**config.mk**
```make
export PLATFORM = sky130hd
export DESIGN_NAME = isp_id_reader
export DESIGN_NICKNAME = d
export VERILOG_FILES = /design/src/rtl/isp_id_pkg.sv /design/src/rtl/isp_phase_timer.sv /design/src/rtl/isp_bit_packer.sv /design/src/rtl/isp_seq_ctrl.sv /design/src/rtl/isp_id_reader.sv
export SDC_FILE = /design/constraint.sdc
export NUM_CORES = 1
export LEC_CHECK = 0
export ABC_AREA = 1
export BUFFER_PORTS_ARGS = -buffer_cell sky130_fd_sc_hd__buf_2
export CORE_ASPECT_RATIO = 1.75
export CORE_MARGIN = 3
export CORE_UTILIZATION = 50
export CTS_CLUSTER_SIZE = 40
export DETAILED_ROUTE_END_ITERATION = 8
export HOLD_SLACK_MARGIN = 0.02
export PLACE_DENSITY = 0.73
export SLEW_MARGIN = 10
export SYNTH_ARGS = -nofsm -noshare
export SYNTH_HDL_FRONTEND = slang
export SYNTH_SLANG_ARGS = --single-unit
export TNS_END_PERCENT = 100
```
**constraint.sdc**
```tcl
create_clock -name clk -period 6.1 [get_ports clk]
set_clock_uncertainty 0.15 [all_clocks]
set_input_delay 1.22 -clock clk [delete_from_list [all_inputs] [get_ports clk]]
set_output_delay 1.22 -clock clk [all_outputs]
set_load 0.02 [all_outputs]
```
**src/rtl/isp_id_pkg.sv**
```systemverilog
package isp_id_pkg;

   typedef enum logic [2:0] {
      ST_IDLE,
      ST_LEAD,
      ST_HIGH,
      ST_LOW,
      ST_DONE
   } seq_state_t;

   // Control line codes applied before a strobe: {mode, sdi}
   localparam logic [1:0] CODE_TO_IDLE = 2'b10;
   localparam logic [1:0] CODE_EXEC    = 2'b00;
   localparam logic [1:0] CODE_DATA    = 2'b00;

   // Strobes preceding the data strobes
   localparam int PRE_STROBES = 2;

endpackage

```
**src/rtl/isp_phase_timer.sv**
```systemverilog
module isp_phase_timer #(
   parameter int CNT_W = 9
) (
   input  logic             clk,
   input  logic             rst_n,
   input  logic             clr,
   input  logic [CNT_W-1:0] limit,
   output logic             tick
);
   logic [CNT_W-1:0] cnt;

   always_ff @(posedge clk) begin
      if (!rst_n || clr) cnt <= '0;
      else               cnt <= cnt + 1'b1;
   end

   assign tick = (cnt == limit - 1'b1);
endmodule

```
**src/rtl/isp_bit_packer.sv**
```systemverilog
module isp_bit_packer #(
   parameter int ID_W      = 8,
   parameter bit LSB_FIRST = 1'b1
) (
   input  logic            clk,
   input  logic            rst_n,
   input  logic            clr,
   input  logic            take,
   input  logic            bit_in,
   output logic [ID_W-1:0] word
);
   logic [ID_W-1:0] acc;

   generate
      if (LSB_FIRST) begin : g_lsb
         always_ff @(posedge clk) begin
            if (!rst_n || clr) acc <= '0;
            else if (take)     acc <= {bit_in, acc[ID_W-1:1]};
         end
      end else begin : g_msb
         always_ff @(posedge clk) begin
            if (!rst_n || clr) acc <= '0;
            else if (take)     acc <= {acc[ID_W-2:0], bit_in};
         end
      end
   endgenerate

   assign word = acc;
endmodule

```
**src/rtl/isp_seq_ctrl.sv**
```systemverilog
module isp_seq_ctrl
   import isp_id_pkg::*;
#(
   parameter int HALF_W = 8,
   parameter int ID_W   = 8
) (
   input  logic              clk,
   input  logic              rst_n,
   input  logic              start,
   input  logic [HALF_W-1:0] half_len,
   output logic              en_n,
   output logic              sck,
   output logic              mode,
   output logic              sdi,
   output logic              sample,
   output logic              finish,
   output logic              clr_word,
   output seq_state_t        state
);
   localparam int NSTROBE = ID_W + PRE_STROBES;
   localparam int IDX_W   = $clog2(NSTROBE + 1);
   localparam int CNT_W   = HALF_W + 1;

   logic [IDX_W-1:0]  sidx;
   logic [HALF_W-1:0] hl;
   logic [CNT_W-1:0]  limit;
   logic              tick, clr_t, go;

   assign go       = (state == ST_IDLE) && start;
   assign limit    = (state == ST_LEAD) ? {hl, 1'b0} : {1'b0, hl};
   assign clr_t    = (state == ST_IDLE) || (state == ST_DONE) || tick;
   assign sample   = (state == ST_LOW) && tick && (sidx >= IDX_W'(PRE_STROBES - 1))
                     && (sidx != IDX_W'(NSTROBE - 1));
   assign finish   = (state == ST_LOW) && tick && (sidx == IDX_W'(NSTROBE - 1));
   assign clr_word = go;

   isp_phase_timer #(.CNT_W(CNT_W)) u_timer (
      .clk   (clk),
      .rst_n (rst_n),
      .clr   (clr_t),
      .limit (limit),
      .tick  (tick)
   );

   always_ff @(posedge clk) begin
      if (!rst_n) begin
         state <= ST_IDLE;
         en_n  <= 1'b1;
         sck   <= 1'b0;
         mode  <= 1'b0;
         sdi   <= 1'b0;
         sidx  <= '0;
         hl    <= HALF_W'(1);
      end else begin
         case (state)
            ST_IDLE: begin
               en_n <= 1'b1;
               sck  <= 1'b0;
               if (start) begin
                  state         <= ST_LEAD;
                  en_n          <= 1'b0;
                  {mode, sdi}   <= CODE_TO_IDLE;
                  sidx          <= '0;
                  hl            <= (half_len == '0) ? HALF_W'(1) : half_len;
               end
            end
            ST_LEAD: begin
               if (tick) begin
                  state <= ST_HIGH;
                  sck   <= 1'b1;
               end
            end
            ST_HIGH: begin
               if (tick) begin
                  state <= ST_LOW;
                  sck   <= 1'b0;
                  if (sidx == '0) {mode, sdi} <= CODE_EXEC;
                  else            {mode, sdi} <= CODE_DATA;
               end
            end
            ST_LOW: begin
               if (tick) begin
                  if (sidx == IDX_W'(NSTROBE - 1)) begin
                     state <= ST_DONE;
                  end else begin
                     state <= ST_HIGH;
                     sck   <= 1'b1;
                     sidx  <= sidx + 1'b1;
                  end
               end
            end
            ST_DONE: begin
               state <= ST_IDLE;
               en_n  <= 1'b1;
            end
            default: state <= ST_IDLE;
         endcase
      end
   end
endmodule

```
**src/rtl/isp_id_reader.sv**
```systemverilog
module isp_id_reader
   import isp_id_pkg::*;
#(
   parameter int              HALF_W    = 8,
   parameter int              ID_W      = 8,
   parameter logic [ID_W-1:0] EXP_ID    = 8'h15,
   parameter bit              LSB_FIRST = 1'b1
) (
   input  logic              clk,
   input  logic              rst_n,
   input  logic              start,
   input  logic [HALF_W-1:0] half_len,
   input  logic              isp_sdo,
   output logic              isp_en_n,
   output logic              isp_sck,
   output logic              isp_mode,
   output logic              isp_sdi,
   output logic              busy,
   output logic              done,
   output logic [ID_W-1:0]   id_byte,
   output logic              id_ok
);
   generate
      if (HALF_W < 1 || HALF_W > 16) begin : g_bad_half
         $error("HALF_W must lie in 1..16");
      end
      if (ID_W < 2 || ID_W > 32) begin : g_bad_id
         $error("ID_W must lie in 2..32");
      end
   endgenerate

   seq_state_t      state;
   logic            sample, finish, clr_word;
   logic [ID_W-1:0] word;

   isp_seq_ctrl #(.HALF_W(HALF_W), .ID_W(ID_W)) u_ctrl (
      .clk      (clk),
      .rst_n    (rst_n),
      .start    (start),
      .half_len (half_len),
      .en_n     (isp_en_n),
      .sck      (isp_sck),
      .mode     (isp_mode),
      .sdi      (isp_sdi),
      .sample   (sample),
      .finish   (finish),
      .clr_word (clr_word),
      .state    (state)
   );

   isp_bit_packer #(.ID_W(ID_W), .LSB_FIRST(LSB_FIRST)) u_pack (
      .clk    (clk),
      .rst_n  (rst_n),
      .clr    (clr_word),
      .take   (sample),
      .bit_in (isp_sdo),
      .word   (word)
   );

   always_ff @(posedge clk) begin
      if (!rst_n) begin
         id_byte <= '0;
         id_ok   <= 1'b0;
      end else if (finish) begin
         id_byte <= word;
         id_ok   <= (word == EXP_ID);
      end
   end

   assign busy = (state != ST_IDLE);
   assign done = (state == ST_DONE);
endmodule

```
==> results of run 1 <==
## through the flow
step                instance area (um2)  power (W)  std cells  worst slack, ps  utilization (%)
CTS                                2750    0.00118        442             3170             58.3
finish                             2750    0.00118        442             3200             58.3
global route                       2750    0.00127        442             3010             58.3
floorplan                          2470   0.000812        364             3570                -
detailed placement                 2620   0.000922        435             3300             55.6
global placement                   2620   0.000908        435             3390             55.6
## logic make-up after synthesis
group / after synthesis / synth area share (%)
AND/OR/NAND/NOR: 194 / 37.9
buffers and inverters: 65 / 10.7
AO/OA/AOI/OAI: 47 / 10.2
flip-flops: 44 / 35.7
XOR/XNOR: 8 / 2.84
adder cells (fa/ha/maj): 5 / 2.53
other: 1 / 0.152
## critical path, delay by kind of cell (launching register included)
family        cells  cell delay (ps)
simple gates      2              400
flops             1              400
buf+inv           3              410
## cells in the final DEF, fill, tap and decap left out, types with 6 or more instances in the layout
cell     count
nor2_1      42
inv_1       54
nand3_1     29
nand2_2     11
a21oi_1     21
o21ai_0     19
xor2_1       6
dfxtp_1     44
buf_2       25
nand2_1     82
## flip-flops by register name (all words and copies together), names as in the netlist
signal and cells:
u_ctrl.hl 8, u_ctrl.sidx 4, u_ctrl.en_n 1, u_ctrl.state 3
id_byte 8, u_ctrl.u_timer.cnt 9, u_ctrl.sck 1, u_pack.word 8
id_ok 1, u_ctrl.mode 1
## worst max-delay path by stage
stage,from,to,cells after the start
after floorplan,u_ctrl.state[0]$_SDFFE_PN0P_,id_ok$_SDFFE_PN0P_,16
after global placement,u_ctrl.state[0]$_SDFFE_PN0P_,id_byte[4]$_SDFFE_PN0P_,14
after detailed placement,u_ctrl.state[0]$_SDFFE_PN0P_,id_byte[4]$_SDFFE_PN0P_,12
after CTS,u_ctrl.state[0]$_SDFFE_PN0P_,busy,5
after global routing,u_ctrl.state[1]$_SDFFE_PN0P_,id_byte[3]$_SDFFE_PN0P_,15
final,u_ctrl.state[0]$_SDFFE_PN0P_,busy,5
## power groups by stage
stage	clock network, W	logic, W	registers, W
floorplan	0	0.000448	0.000364
global placement	0	0.000544	0.000364
detailed placement	0	0.000556	0.000365
CTS	0.000266	0.000558	0.000359
global route	0.000276	0.000632	0.000364
finish	0.000262	0.000556	0.000359
## layout make-up
cell class	instances	area [um2]	share of cell area, %
clock buffers	5	68.8	2.51
clock inverters	2	60.1	2.19
well taps	52	65.1	2.37
repair buffers	25	125	4.56
inverters	59	223	8.11
flip-flops and latches	44	881	32.1
multi-input cells	255	1320	48.2
## routing by layer
layer / vias to the layer above / routed length (um) / GRT usage (%)
met4: 0 / 286 / 12.9
li1: 1200 / - / -
met1: 1024 / 2040 / 20.9
met3: 18 / 188 / 3.80
met5: - / 0 / 0
met2: 48 / 3150 / 39.1
==> run_results.csv, run 1 <==
group,metric,value,unit
detailed_routing,vias,2290,
synthesis,yosysTopAreaCellShare,35.7,%
power_and_ir_drop,p_sw_share,43.4,%
worst_hold_path,whs_path_depth,2,
cts,htree_levels,2,
power_and_ir_drop,comb_power_share,47.2,%
worst_setup_path,path_cells,"nor2_1 -> inv_1 -> nor2_1 -> inv_1 -> buf_2",
layout,area_delta_synth_final,11.2,%
synthesis,yosysUniqueCellTypes,34,
run,maxCapViolCount,0,
worst_setup_path,cp-start-kind,"flip-flop",
detailed_routing,via_per_inst,5.18,
worst_setup_path,crit-reg2reg-launch,"u_ctrl.state[0]$_SDFFE_PN0P_",
worst_setup_path,arrival,1530,ps
cts,cts_setup_buffers,0,
sta,finalCritPeriodShare,47.5,%
die,die_area,0.00585,mm2
die,dieWidth,59.1,um
power_and_ir_drop,p_leak,1.32,nW
synthesis,synth_cells,364,
cts,clkLatencyLatePin,300,ps
sta,clock.fmax,0.345,GHz
grt,first_global_vias,2235,
worst_hold_path,min-delay-start,"id_byte[6]$_SDFFE_PN0P_",
placement,dp_hpwl,4560,um
worst_setup_path,r2r_setup_slack,3300,ps
sta,finalSetupViolations,0,
placement,gp_congestion,0.843,
cts,cts_made_buffers,5,
sta,rsz0062_at_grt,"no",
cts,root_buffer,"clkbuf_8",
grt,grt_util_all_layers,21.3,%
sta,finalCriticalPeriod,2900,ps
placement,port-buffer-count,25,
cts,ctsHoldBuffers,0,
synthesis,syn_nets,381,
layout,nets,407,
die,core_area,0.00471,mm2
grt,antenna_found_initial,0,
grt,grt_max_degree,20,
synthesis,syn_area,0.00247,mm2
worst_setup_path,critPathMaxStageDelay,400,ps
worst_setup_path,path_max_fanout,7,
die,ios,27,
cts,cts_resized,0,
detailed_routing,ant_nets,0,
sta,maxSlewViolCount,0,
cts,cts.sinks,44,
worst_setup_path,required,4730,ps
cts,cts_tree,"done",
synthesis,synth_edf_count,0,
worst_setup_path,end_kind,"output port",
detailed_routing,drc,0,
power_and_ir_drop,powerDensity,429,mW/mm2
synthesis,synth-seq-cells,44,
worst_hold_path,hp-class,"reg2reg",
grt,grt-ovfl-total,0,
cts,clk_pin_slew_worst_paths,80,ps
layout,fillers,446,
power_and_ir_drop,p_clk_share,22.3,%
sta,worstMarginPinSlew,608,ps
worst_setup_path,r2r-end,"id_byte[4]$_SDFFE_PN0P_",
outcome,status,"finished clean",
cts,clk_path_buf_depth,2,
sta,hold_violations,0,
worst_setup_path,slowest_stage,"dfxtp_1",
power_and_ir_drop,internal_power,0.000666,W
synthesis,yosysTopAreaCell,"dfxtp_1",
worst_hold_path,holdPathEnd,"id_byte[6]$_SDFFE_PN0P_",
worst_setup_path,reg2reg_depth,12,
die,die_y,99.0,um
detailed_routing,drt-total-wl,5670,um
synthesis,avgSynthCellArea,6.78,um2
detailed_routing,wl_per_cell,12.8,um
detailed_routing,drt-initial-drc-count,87,
grt,grt_pass1_wl,9550,um
power_and_ir_drop,ir_worst_vdd,0.000250,V
synthesis,ys_warn_count,0,
synthesis,synth.most_common_cell,"nand2_1",
synthesis,synth_flop_cell,"dfxtp_1",
layout,diodes,0,
worst_setup_path,path_class,"reg2out",
layout,layout-drive-gt1-share,15.9,%
synthesis,synthTopCellsByCount,"nand2_1 (82), inv_1 (54), dfxtp_1 (44)",
power_and_ir_drop,seqPwrFrac,30.5,%
sta,tns,0,ps
die,rows,33,
detailed_routing,first_pass_iters,4,
synthesis,synthArstFlopShare,0,%
synthesis,seq_area_frac_synth,35.7,%
power_and_ir_drop,p_switching,0.000511,W
sta,relSlewSlack,59.1,%
sta,whs,292,ps
die,start_util,52.4,%
synthesis,synth_area_leaders,"dfxtp_1 (36%), nand2_1 (12%), inv_1 (8.2%)",
Power figures use the tool's default switching activity.
==> inputs of run 2 (changes only) <==
--- a/config.mk
+++ b/config.mk
@@ -5,7 +5,7 @@
 export SDC_FILE = /design/constraint.sdc
 export NUM_CORES = 1
 export LEC_CHECK = 0
-export ABC_AREA = 1
+export ABC_AREA = 0
 export BUFFER_PORTS_ARGS = -buffer_cell sky130_fd_sc_hd__buf_2
 export CORE_ASPECT_RATIO = 1.75
 export CORE_MARGIN = 3
==> constraint.sdc (replaced) <==
create_clock -name clk -period 2.8 [get_ports clk]
set_clock_uncertainty 0.15 [all_clocks]
set_input_delay 0.56 -clock clk [delete_from_list [all_inputs] [get_ports clk]]
set_output_delay 0.56 -clock clk [all_outputs]
set_load 0.02 [all_outputs]
==> run_results.csv, run 2 <==
group,metric,value,unit
cts,clkLatencyLatePin,300,ps
grt,grt_max_degree,21,
detailed_routing,first_pass_iters,4,
detailed_routing,drt-initial-drc-count,134,
die,rows,33,
cts,cts.sinks,44,
outcome,status,"complete, but fails checks",
layout,fillers,399,
worst_setup_path,cp-start-kind,"flip-flop",
worst_setup_path,path_class,"reg2reg",
power_and_ir_drop,p_leak,1.24,nW
layout,largest_register_ffs,9,
cts,cts_tree,"done",
synthesis,synth-seq-cells,44,
sta,worstMarginPinSlew,1320,ps
layout,layout-drive-gt1-share,27.3,%
placement,port-buffer-count,25,
placement,pre_cts_ws,-220,ps
layout,nets,360,
detailed_routing,drt-total-wl,6190,um
detailed_routing,drc,0,
layout,area_delta_synth_final,24.5,%
cts,htree_levels,2,
sta,clock.fmax,0.327,GHz
detailed_routing,ant_nets,0,
die,dieWidth,60.0,um
detailed_routing,wl_per_cell,15.6,um
cts,ctsHoldBuffers,0,
sta,timing.final.ws_setup,-259,ps
synthesis,synth_cells,299,
grt,grt_pass1_wl,10200,um
layout,largest-register,"u_ctrl.u_timer.cnt",
layout,seq_area,883,um2
synthesis,yosysTopAreaCellShare,34.6,%
synthesis,syn_nets,316,
grt,grt_util_all_layers,21.7,%
die,die_area,0.00602,mm2
synthesis,yosysTopAreaCell,"dfxtp_1",
sta,maxSlewViolCount,0,
synthesis,synth_edf_count,0,
synthesis,yosysUniqueCellTypes,54,
detailed_routing,vias,2349,
grt,first_global_vias,2245,
grt,antenna_found_initial,0,
worst_setup_path,arrival,3140,ps
sta,hold_violations,0,
cts,cts_made_buffers,5,
synthesis,seq_area_frac_synth,34.6,%
placement,dp_hpwl,4570,um
cts,clk_pin_slew_worst_paths,90,ps
worst_setup_path,path_max_fanout,8,
power_and_ir_drop,ir_worst_vdd,0.000465,V
synthesis,synth_flop_cell,"dfxtp_1",
run,maxCapViolCount,0,
sta,finalSetupViolations,35,
synthesis,synth_area_leaders,"dfxtp_1 (35%), mux2i_1 (9.8%), nand2_1 (8.1%)",
die,die_y,100,um
power_and_ir_drop,powerDensity,501,mW/mm2
synthesis,ys_warn_count,0,
synthesis,syn_area,0.00255,mm2
die,start_util,53.2,%
worst_setup_path,end_kind,"flip-flop",
layout,layout_commonest_cell,"nand2_1",
synthesis,synthTopCellsByCount,"nand2_1 (55), dfxtp_1 (44), mux2i_1 (25)",
sta,finalCritPeriodShare,109,%
outcome,violations,"negative setup slack",
grt,grt-ovfl-total,0,
cts,root_buffer,"clkbuf_8",
sta,finalCriticalPeriod,3060,ps
sta,relSlewSlack,11.3,%
sta,rsz0062_at_grt,"yes",
die,core_area,0.00479,mm2
layout,final_cell_mix,"nand2_1 (54), dfxtp_1 (42), mux2i_1 (25), buf_2 (25), buf_4 (25)",
cts,clk_path_buf_depth,2,
worst_setup_path,required,2880,ps
synthesis,synthArstFlopShare,0,%
die,ios,27,
worst_hold_path,hp-class,"reg2reg",
synthesis,avgSynthCellArea,8.52,um2
layout,multi_input_area,0.00168,mm2
placement,gp_congestion,0.855,
detailed_routing,via_per_inst,5.93,
synthesis,synth.most_common_cell,"nand2_1",
layout,diodes,0,
sta,whs,309,ps
-- run 2: cell count changes in the layout (fill, tap and decap cells not counted), moves of 6 or more --
cell      change
buf_4        +25
o21ai_0      -12
nor2_1       -36
a21boi_0      +7
mux2i_1      +25
nand2_2      -10
nor3_1       +11
buf_6         +6
nand3_1      -20
xnor2_1       +8
nand2_1      -28
inv_1        -46
a21oi_1      -15
-- run 2: final timing paths --
kind,from,endpoint,slack [ps],cells after the start
max,u_ctrl.state[1]$_SDFFE_PN0P_,u_ctrl.sidx[3]$_SDFFE_PN0P_,-260,11
min,id_byte[7]$_SDFFE_PN0P_,id_byte[7]$_SDFFE_PN0P_,310,2
max reg2reg,u_ctrl.state[1]$_SDFFE_PN0P_,u_ctrl.sidx[3]$_SDFFE_PN0P_,-260,11
min reg2reg,id_byte[7]$_SDFFE_PN0P_,id_byte[7]$_SDFFE_PN0P_,310,2
-- run 2: layout make-up --
type | count | share of cell area, %
multi-input cells | 227 | 52.9
inverters | 8 | 0.946
repair buffers | 57 | 12.6
clock inverters | 3 | 1.46
flip-flops and latches | 44 | 27.8
clock buffers | 5 | 2.17
well taps | 52 | 2.05
-- run 2: report_power, final --
part,switching (W),internal (W)
clock,0.000225,0.000269
combinational,0.000242,0.000201
sequential,0.0000133,0.000641
-- run 2: metrics by stage --
stage / util [%] / cells / instance area (um2) / total power (W) / TNS, ps
6_report: 66.3 / 396 / 3170 / 0.00159 / -6360
5_1_grt: 66.3 / 396 / 3170 / 0.00167 / -12390
4_1_cts: 63.0 / 391 / 3020 / 0.00154 / -6160
3_5_place_dp: 60.1 / 383 / 2880 / 0.00104 / -5560
3_3_place_gp: 60.1 / 383 / 2880 / 0.00103 / -2900
2_1_floorplan: - / 299 / 2570 / 0.000906 / -8100
-- run 2: timing repair --
action,4_1_cts,5_1_grt
pin swaps,1,15
resized for setup,3,26
endpoints found under the setup margin,35,35
cloned,0,1
setup buffers,0,4
-- run 2: critical path, cell delays in order, from the launching register on --
cell	delay (ps)
dfxtp_2	330
or3b_4	410
mux2i_1	180
ha_2	250
nand2b_4	70
or3_4	340
a31oi_4	200
xor2_2	210
nand4_4	150
buf_12	170
or4_1	400
a21oi_1	140
-- run 2: cell families (layout without fill, tap and decap cells) --
group           Yosys count  in the layout  synth area share (%)
xor+xnor                 14             14                  5.11
simple gates            129            129                  26.3
compound gates           52             52                  16.2
mux                      26             26                  10.3
fa+ha+maj                 5              5                  2.45
buf+inv                  28             73                  4.96
other cells               1              1                 0.147
flops                    44             44                  34.6
-- run 2: routing by layer --
metal / global-route usage [%] / share of wire [%]
met1: 23.0 / 38
met2: 39.8 / 57
met3: 4.10 / 2.1
met4: 9.04 / 2.5
met5: 0 / 0
